$ cat src/rtl/console_io_pkg.sv
package console_io_pkg;
  localparam int ADDR_W = 16;
  localparam int DATA_W = 16;
  localparam int CHAR_W = 8;
  localparam int PAGE_LSB = 9;

  localparam logic [ADDR_W-1:0] KSTAT_ADDR = 16'hFE00;
  localparam logic [ADDR_W-1:0] KDATA_ADDR = 16'hFE02;
  localparam logic [ADDR_W-1:0] DSTAT_ADDR = 16'hFE04;
  localparam logic [ADDR_W-1:0] DDATA_ADDR = 16'hFE06;
  localparam logic [ADDR_W-1:0] CTRL_ADDR  = 16'hFFFE;

  localparam int FLAG_BIT = 15;
  localparam int IE_BIT   = 14;
  localparam int RUN_BIT  = 15;

  typedef enum logic [2:0] {
    RD_NONE, RD_KSTAT, RD_KDATA, RD_DSTAT, RD_DDATA, RD_CTRL
  } rdSel_e;

  typedef struct packed {
    logic   kStatWr;
    logic   kDataRd;
    logic   dStatWr;
    logic   dDataWr;
    logic   ctrlWr;
    rdSel_e rdSel;
  } ioStrobes_t;
endpackage

$ cat src/rtl/console_io_ctrl.sv
module console_io_ctrl
  import console_io_pkg::*;
#(
  parameter int AW = ADDR_W
) (
  input  logic [AW-1:0] busAddr,
  input  logic          busRd,
  input  logic          busWr,
  output logic          busSel,
  output ioStrobes_t    strobes
);
  localparam int PAGE_W = AW - PAGE_LSB;

  logic inPage;
  rdSel_e hit;

  assign inPage = (busAddr[AW-1:PAGE_LSB] == {PAGE_W{1'b1}});
  assign busSel = inPage;

  always_comb begin
    hit = RD_NONE;
    if (inPage) begin
      case (busAddr)
        KSTAT_ADDR: hit = RD_KSTAT;
        KDATA_ADDR: hit = RD_KDATA;
        DSTAT_ADDR: hit = RD_DSTAT;
        DDATA_ADDR: hit = RD_DDATA;
        CTRL_ADDR:  hit = RD_CTRL;
        default:    hit = RD_NONE;
      endcase
    end
  end

  always_comb begin
    strobes.kStatWr = busWr && (hit == RD_KSTAT);
    strobes.kDataRd = busRd && (hit == RD_KDATA);
    strobes.dStatWr = busWr && (hit == RD_DSTAT);
    strobes.dDataWr = busWr && (hit == RD_DDATA);
    strobes.ctrlWr  = busWr && (hit == RD_CTRL);
    strobes.rdSel   = busRd ? hit : RD_NONE;
  end
endmodule

$ cat src/rtl/console_io_dpath.sv
module console_io_dpath
  import console_io_pkg::*;
#(
  parameter int DW = DATA_W,
  parameter int CW = CHAR_W
) (
  input  logic          clk,
  input  logic          rstN,
  input  ioStrobes_t    strobes,
  input  logic [DW-1:0] busWrData,
  output logic [DW-1:0] busRdData,
  input  logic [CW-1:0] kbdByte,
  input  logic          kbdValid,
  output logic [CW-1:0] dispByte,
  output logic          dispValid,
  input  logic          dispAccept,
  output logic          kbdIrq,
  output logic          dispIrq,
  output logic          runEn,
  output logic          kbdReady,
  output logic          dispDone
);
  localparam int PAD_W = DW - CW;

  logic          kbdIe;
  logic          dispIe;
  logic          runLatch;
  logic [CW-1:0] kbdData;
  logic [CW-1:0] dispData;

  // Keyboard side: a new byte wins over a clearing read.
  always_ff @(posedge clk or negedge rstN) begin
    if (!rstN) begin
      kbdReady <= 1'b0;
      kbdData  <= '0;
    end else if (kbdValid) begin
      kbdReady <= 1'b1;
      kbdData  <= kbdByte;
    end else if (strobes.kDataRd) begin
      kbdReady <= 1'b0;
    end
  end

  // Display side: a new write wins over an accept.
  always_ff @(posedge clk or negedge rstN) begin
    if (!rstN) begin
      dispDone <= 1'b1;
      dispData <= '0;
    end else if (strobes.dDataWr) begin
      dispDone <= 1'b0;
      dispData <= busWrData[CW-1:0];
    end else if (!dispDone && dispAccept) begin
      dispDone <= 1'b1;
    end
  end

  always_ff @(posedge clk or negedge rstN) begin
    if (!rstN) begin
      kbdIe    <= 1'b0;
      dispIe   <= 1'b0;
      runLatch <= 1'b1;
    end else begin
      if (strobes.kStatWr) kbdIe    <= busWrData[IE_BIT];
      if (strobes.dStatWr) dispIe   <= busWrData[IE_BIT];
      if (strobes.ctrlWr)  runLatch <= busWrData[RUN_BIT];
    end
  end

  always_comb begin
    busRdData = '0;
    case (strobes.rdSel)
      RD_KSTAT: begin
        busRdData[FLAG_BIT] = kbdReady;
        busRdData[IE_BIT]   = kbdIe;
      end
      RD_KDATA: busRdData = {{PAD_W{1'b0}}, kbdData};
      RD_DSTAT: begin
        busRdData[FLAG_BIT] = dispDone;
        busRdData[IE_BIT]   = dispIe;
      end
      RD_DDATA: busRdData = {{PAD_W{1'b0}}, dispData};
      RD_CTRL:  busRdData[RUN_BIT] = runLatch;
      default:  busRdData = '0;
    endcase
  end

  assign dispByte  = dispData;
  assign dispValid = !dispDone;
  assign kbdIrq    = kbdReady & kbdIe;
  assign dispIrq   = dispDone & dispIe;
  assign runEn     = runLatch;
endmodule

$ cat src/rtl/console_io_regs.sv
module console_io_regs
  import console_io_pkg::*;
(
  input  logic              clk,
  input  logic              rstN,
  input  logic [ADDR_W-1:0] busAddr,
  input  logic [DATA_W-1:0] busWrData,
  input  logic              busRd,
  input  logic              busWr,
  output logic [DATA_W-1:0] busRdData,
  output logic              busSel,
  input  logic [CHAR_W-1:0] kbdByte,
  input  logic              kbdValid,
  output logic [CHAR_W-1:0] dispByte,
  output logic              dispValid,
  input  logic              dispAccept,
  output logic              kbdIrq,
  output logic              dispIrq,
  output logic              runEn
);
  ioStrobes_t strobes;
  logic       kbdReady;
  logic       dispDone;

  console_io_ctrl #(.AW(ADDR_W)) u_ctrl (
    .busAddr (busAddr),
    .busRd   (busRd),
    .busWr   (busWr),
    .busSel  (busSel),
    .strobes (strobes)
  );

  console_io_dpath #(.DW(DATA_W), .CW(CHAR_W)) u_dpath (
    .clk        (clk),
    .rstN       (rstN),
    .strobes    (strobes),
    .busWrData  (busWrData),
    .busRdData  (busRdData),
    .kbdByte    (kbdByte),
    .kbdValid   (kbdValid),
    .dispByte   (dispByte),
    .dispValid  (dispValid),
    .dispAccept (dispAccept),
    .kbdIrq     (kbdIrq),
    .dispIrq    (dispIrq),
    .runEn      (runEn),
    .kbdReady   (kbdReady),
    .dispDone   (dispDone)
  );
endmodule

$ cat config.mk
export PLATFORM = sky130hd
export DESIGN_NAME = console_io_regs
export DESIGN_NICKNAME = d
export VERILOG_FILES = /design/src/rtl/console_io_pkg.sv /design/src/rtl/console_io_ctrl.sv /design/src/rtl/console_io_dpath.sv /design/src/rtl/console_io_regs.sv
export SDC_FILE = /design/constraint.sdc
export NUM_CORES = 1
export LEC_CHECK = 0
export CORE_MARGIN = 10
export CORE_UTILIZATION = 30
export DETAILED_ROUTE_END_ITERATION = 12
export GPL_ROUTABILITY_DRIVEN = 0
export PLACE_DENSITY_LB_ADDON = 0.2
export SETUP_SLACK_MARGIN = 0.15
export SYNTH_ARGS = -nofsm -noshare
export SYNTH_HDL_FRONTEND = slang
export SYNTH_SLANG_ARGS = --single-unit
$ cat constraint.sdc
create_clock -name clk -period 2.3 [get_ports clk]
set_clock_uncertainty 0.1 [all_clocks]
set_input_delay 0.46 -clock clk [delete_from_list [all_inputs] [get_ports clk]]
set_output_delay 0.46 -clock clk [all_outputs]
set_load 0.1 [all_outputs]
; ---- Word level (Yosys, flattened, before mapping)
; Index checks and enable logic that the tools add are counted.
[word_totals]
ff_bits = 21
in_bits = 46
output_inout_bits = 29
[op_classes]
eq_ne = 16
mux = 10
bitwise = 2
n_reduce_logical = 9
[op_table]
columns = op, count
row1 = "16-bit equality test, second input constant", 5
row2 = 8-bit one-hot mux with 2 select lines, 1
row3 = 3-bit one-hot mux with 5 select lines, 1
row4 = "3-bit by 2-bit equality test with 1-bit output, second input constant", 4
row5 = "3-bit equality test, second input constant", 4
row6 = "7-bit equality test, second input constant", 1
row7 = "3-bit by 1-bit equality test with 1-bit output, second input constant", 2
row8 = 1-bit logical AND, 6
row9 = 3-bit two-way mux, 2
row10 = 1-bit two-way mux, 4
row11 = 2-bit nonzero test, 2
row12 = 1-bit one-hot mux with 3 select lines, 1
row13 = 1-bit bitwise AND, 2
row14 = 1-bit one-hot mux with 2 select lines, 1
row15 = 1-bit logical NOT, 1

; ---- Longest topological paths before layout
[logic_depth]
ltp_word = 7
depth_mapped = 7

; ---- Modules after synthesis
; A second synthesis with hierarchy kept.
[unflattened]
hier_cells = 106
area_unflattened_um2 = 1177.4
[by_module_without_submodules]
columns = module, instances, cells_per_inst, area_each_um2
row1 = console_io_dpath, 1, 83, 1017.2
row2 = console_io_ctrl, 1, 23, 160.2

; ---- Least setup slack after synthesis
; No wires, ideal clock.
[synth_timing]
path_kind = input port to output port
startpoint = input port busAddr[14]
endpoint = output port busRdData[14]
arrival_time_ns = 3.590
t_required_ns = 1.740
setup_slack_ns = -1.850
stages = 6
cell_sequence = nand4_1 -> or3_1 -> buf_6 -> a21oi_1 -> nand2_1 -> a211oi_1
[synth_via]
elab_chain_len = 6
[synth_rtl]
columns = item, line_no
row1 = "start, declared", console_io_regs.sv:6  ; input logic [ADDR_W-1:0] busAddr,
row2 = 16-bit equality test, console_io_ctrl.sv:23  ; case (busAddr)
row3 = 3-bit one-hot mux with 5 select lines, console_io_ctrl.sv:23
row4 = 3-bit two-way mux (*), console_io_ctrl.sv:22  ; if (inPage) begin
row5 = 3-bit two-way mux (*), console_io_ctrl.sv:40  ; strobes.rdSel = busRd ? hit : RD_NONE;
row6 = 3-bit by 2-bit equality test with 1-bit output / 3-bit by 1-bit equality test with 1-bit output (equally long branches), console_io_dpath.sv:71  ; case (strobes.rdSel)
row7 = 1-bit one-hot mux with 2 select lines (*), console_io_dpath.sv:71
row8 = "end, declared", console_io_regs.sv:10  ; output logic [DATA_W-1:0] busRdData,
; Mark *: on every way between the ends. The rest lies on a longest branch, timed or not.

; ---- Worst setup path after layout
[layout_timing]
startpoint = input port busAddr[10]
endpoint = output port busRdData[15]
[layout_via]
elab_chain_len = 6
[layout_rtl]
columns = item, line_no
row1 = 16-bit equality test, console_io_ctrl.sv:23
row2 = 3-bit one-hot mux with 5 select lines, console_io_ctrl.sv:23
row3 = 3-bit two-way mux (*), console_io_ctrl.sv:22
row4 = 3-bit two-way mux (*), console_io_ctrl.sv:40
row5 = 3-bit equality test (tied with other cells), console_io_dpath.sv:71
row6 = 1-bit one-hot mux with 3 select lines (*), console_io_dpath.sv:71
; Marks and branches as above.

==> results_dict.tcl <==
set metrics [dict create \
    grt-busiest-layer "met2" \
    ys_ff_latch 21 \
    first_global_vias 1346 \
    timing.critical_path.required_ns 1.74 \
    number_of_vias_in_the_routed_layout 1126 \
    global_route.usage.total_pct 12.4 \
    maxCapViolCount 0 \
    detail_route.wl_per_cell_um 18.0 \
    numClockSinks 21 \
    synth.distinct_cells 32 \
    netlist_area_pre_place_um2 1220 \
    final.setup.tns_ns -1.86 \
    outcome "finished, violations left" \
    final_hpwl_dp_mm 3.07 \
    power_switching_share_pct 27.8 \
    syn-mean-instance-area_um2 12.2 \
    hold_viol 0 \
    cts_made_buffers 3 \
    gr-total-overflow 0 \
    core_region_area_um2 3970 \
    die_w_um 83.8 \
    post-route-drc-count 0 \
    use_met2_pct 22.5 \
    power.density_nw_per_um2 335 \
    wire_length_of_the_first_global_routing_pass_mm 7.03 \
    post-route-min-period_ns 2.49 \
    diodes 0 \
    clkTransAtPathRegs_ns 0.08 \
    met1_usage_pct 12.3 \
    floorplan.initialDensity_pct 30.7 \
    setup.worst_path.class "in2out" \
    grt_start_max_net_pins 22 \
    fp-row-count 23 \
    report.final.setup_viol 11 \
    clockPowerShare_pct 29.7 \
    hp-class "in2async" \
    layout.core_utilization_pct 62.4 \
    intPower_mw 0.599 \
    synth_warnings 0 \
    path_max_fanout 6 \
    setup.worst_path.start_class "primary input" \
    failing_checks "setup timing" \
    io-pin-count 75 \
    finalWirelength_mm 4.40 \
    root_buffer_master "clkbuf_8" \
    rsz0062_at_grt "yes" \
    die_outline_area_um2 7020 \
    dr.first_iter.drc_count 21 \
    flow.area_growth_from_synthesis_pct 103 \
    finalMaxSlewViolations 0 \
    layout-drive-gt1-share_pct 63.4 \
    netSwitchingPower_mw 0.231 \
    drt.antenna.violating_nets 0 \
    clk_latency_ns 0.26 \
    antenna_violations_before_repair 0 \
    final_cell_mix "buf_4 (29), buf_6 (23), clkdlybuf4s50_1 (23)" \
    clock.fmax_mhz 402 \
    hold_buffers 0 \
    combinationalPowerShare_pct 22.9 \
    report.power.total_mw 0.830 \
    min_period_over_period_pct 108 \
    p_leak_nw 1.14 \
    grtUsageMet3_pct 4.79 \
    route.detailed.vias_per_inst 4.61 \
    critPathCaptureType "output pin" \
    cts.path.max_buffers 2 \
    finish.net_count 241 \
    cts_tree "yes" \
    most_common_library_cell_in_the_layout_ignoring_fill_and_taps "buf_4" \
    final.setup.worst_slack_ns -0.190 \
    post-place-ws_ns -0.744 \
    syn-instance-count 100 \
    seqPwrFrac_pct 47.4 \
    ys_seq_area_share_pct 43.2 \
    drt_pre_antenna_iters 4 \
    vdd_ir_drop_max_v 0.000220 \
    worst_ep_arrival_time_ns 1.93 \
    io_buffers 62 \
    cts_htree_levels 1 \
    die_height_um 83.8 \
]
state kept, by name (all words and copies together), names as in the netlist:
register,cells
u_dpath.dispByte,8
u_dpath.kbdData,8
u_dpath.dispIe,1
u_dpath.kbdIe,1
u_dpath.dispDone,1
u_dpath.runEn,1
u_dpath.kbdReady,1
cells by family after synthesis:
| family | count (synthesis) | synth area share [%] |
|---|---|---|
| multiplexers | 19 | 20.3 |
| flip-flops | 21 | 43.2 |
| other | 1 | 0.307 |
| AND/OR/NAND/NOR | 30 | 18.8 |
| AO/OA/AOI/OAI | 15 | 9.94 |
| buffers and inverters | 14 | 7.48 |
power by group through the flow:
stage | Clock (mW) | Combinational [mW] | Sequential (mW)
after floorplan | 0 | 0.0807 | 0.398
after global placement | 0 | 0.163 | 0.400
after detailed placement | 0 | 0.165 | 0.401
after CTS | 0.256 | 0.177 | 0.394
after global routing | 0.269 | 0.201 | 0.395
final | 0.246 | 0.190 | 0.393
Yosys cell counts (all sizes together):
| master | instances | area [um2] |
|---|---|---|
| or3 | 2 | 12.5 |
| mux2 | 19 | 248 |
| dfrtp | 19 | 475 |
| conb | 1 | 3.75 |
| nand4 | 2 | 12.5 |
| nor4 | 3 | 63.8 |
| nor2 | 6 | 25.0 |
| dfstp | 2 | 52.6 |
| o21ai | 1 | 5.00 |
| clkbuf | 1 | 3.75 |
| and4 | 2 | 17.5 |
| o21bai | 1 | 7.51 |
| a21oi | 2 | 10.0 |
| nand2 | 7 | 33.8 |
| nand3 | 2 | 10.0 |
| o2bb2a | 1 | 11.3 |
| nor3 | 1 | 16.3 |
| and3 | 1 | 7.51 |
| a211oi | 1 | 7.51 |
| and3b | 1 | 8.76 |
| nor4b | 1 | 8.76 |
| o31a | 1 | 10.0 |
| inv | 4 | 15.0 |
| and2 | 2 | 12.5 |
| buf | 9 | 72.6 |
| a22o | 8 | 70.1 |
final timing paths:
kind / slack (ns) / endpoint / cells past startpoint / startpoint
min in group clk: 0.44 / u_dpath.kbdData[4] / 1 / u_dpath.kbdData[4]
min: 0.44 / u_dpath.dispByte[6] / 2 / rstN
min reg2reg: 0.44 / u_dpath.kbdData[4] / 1 / u_dpath.kbdData[4]
max reg2reg: 1.39 / u_dpath.dispByte[2] / 1 / u_dpath.dispByte[2]
max: -0.19 / busRdData[15] / 8 / busAddr[10]
max in group asynchronous: 1.38 / u_dpath.runEn / 2 / rstN
repair_timing:
| item | CTS | global route |
|---|---|---|
| endpoints found under the hold margin | 0 | 0 |
| setup endpoints to repair | 21 | 11 |
| setup buffers | 19 | 3 |
| resized for setup | 63 | 21 |
| pin swaps | 19 | 10 |
final cells by class:
cell class                      count  area [um2]
Clock inverter                      1        5.00
Inverter                            4        15.0
Sequential cell                    21         528
Fill cell                         288        1490
Timing Repair Buffer               95        1030
Tap cell                           50        62.6
Multi-Input combinational cell     70         798
Clock buffer                        3        41.3
per-stage QoR:
stage                     hold slack [ns]  area, um2  cells
after global placement              0.411       2130    218
after CTS                           0.444       2370    241
final                               0.439       2480    244
after global routing                0.457       2480    244
after detailed placement            0.418       2130    218
after floorplan                    0.0644       1340    105
critical path, cell delays in order:
cell and delay (ns):
buf_6 0.07, nand3_4 0.08, or3_4 0.44, buf_6 0.15
nor4b_4 0.26, o21ai_2 0.10, a21oi_4 0.17, buf_12 0.19
routing by layer:
| layer | vias to the layer above | wire length (um) |
|---|---|---|
| met4 | 0 | 79 |
| met5 | - | 0 |
| met3 | 9 | 294 |
| met1 | 537 | 1730 |
| li1 | 536 | - |
| met2 | 44 | 2300 |
Power figures use the tool's default switching activity.
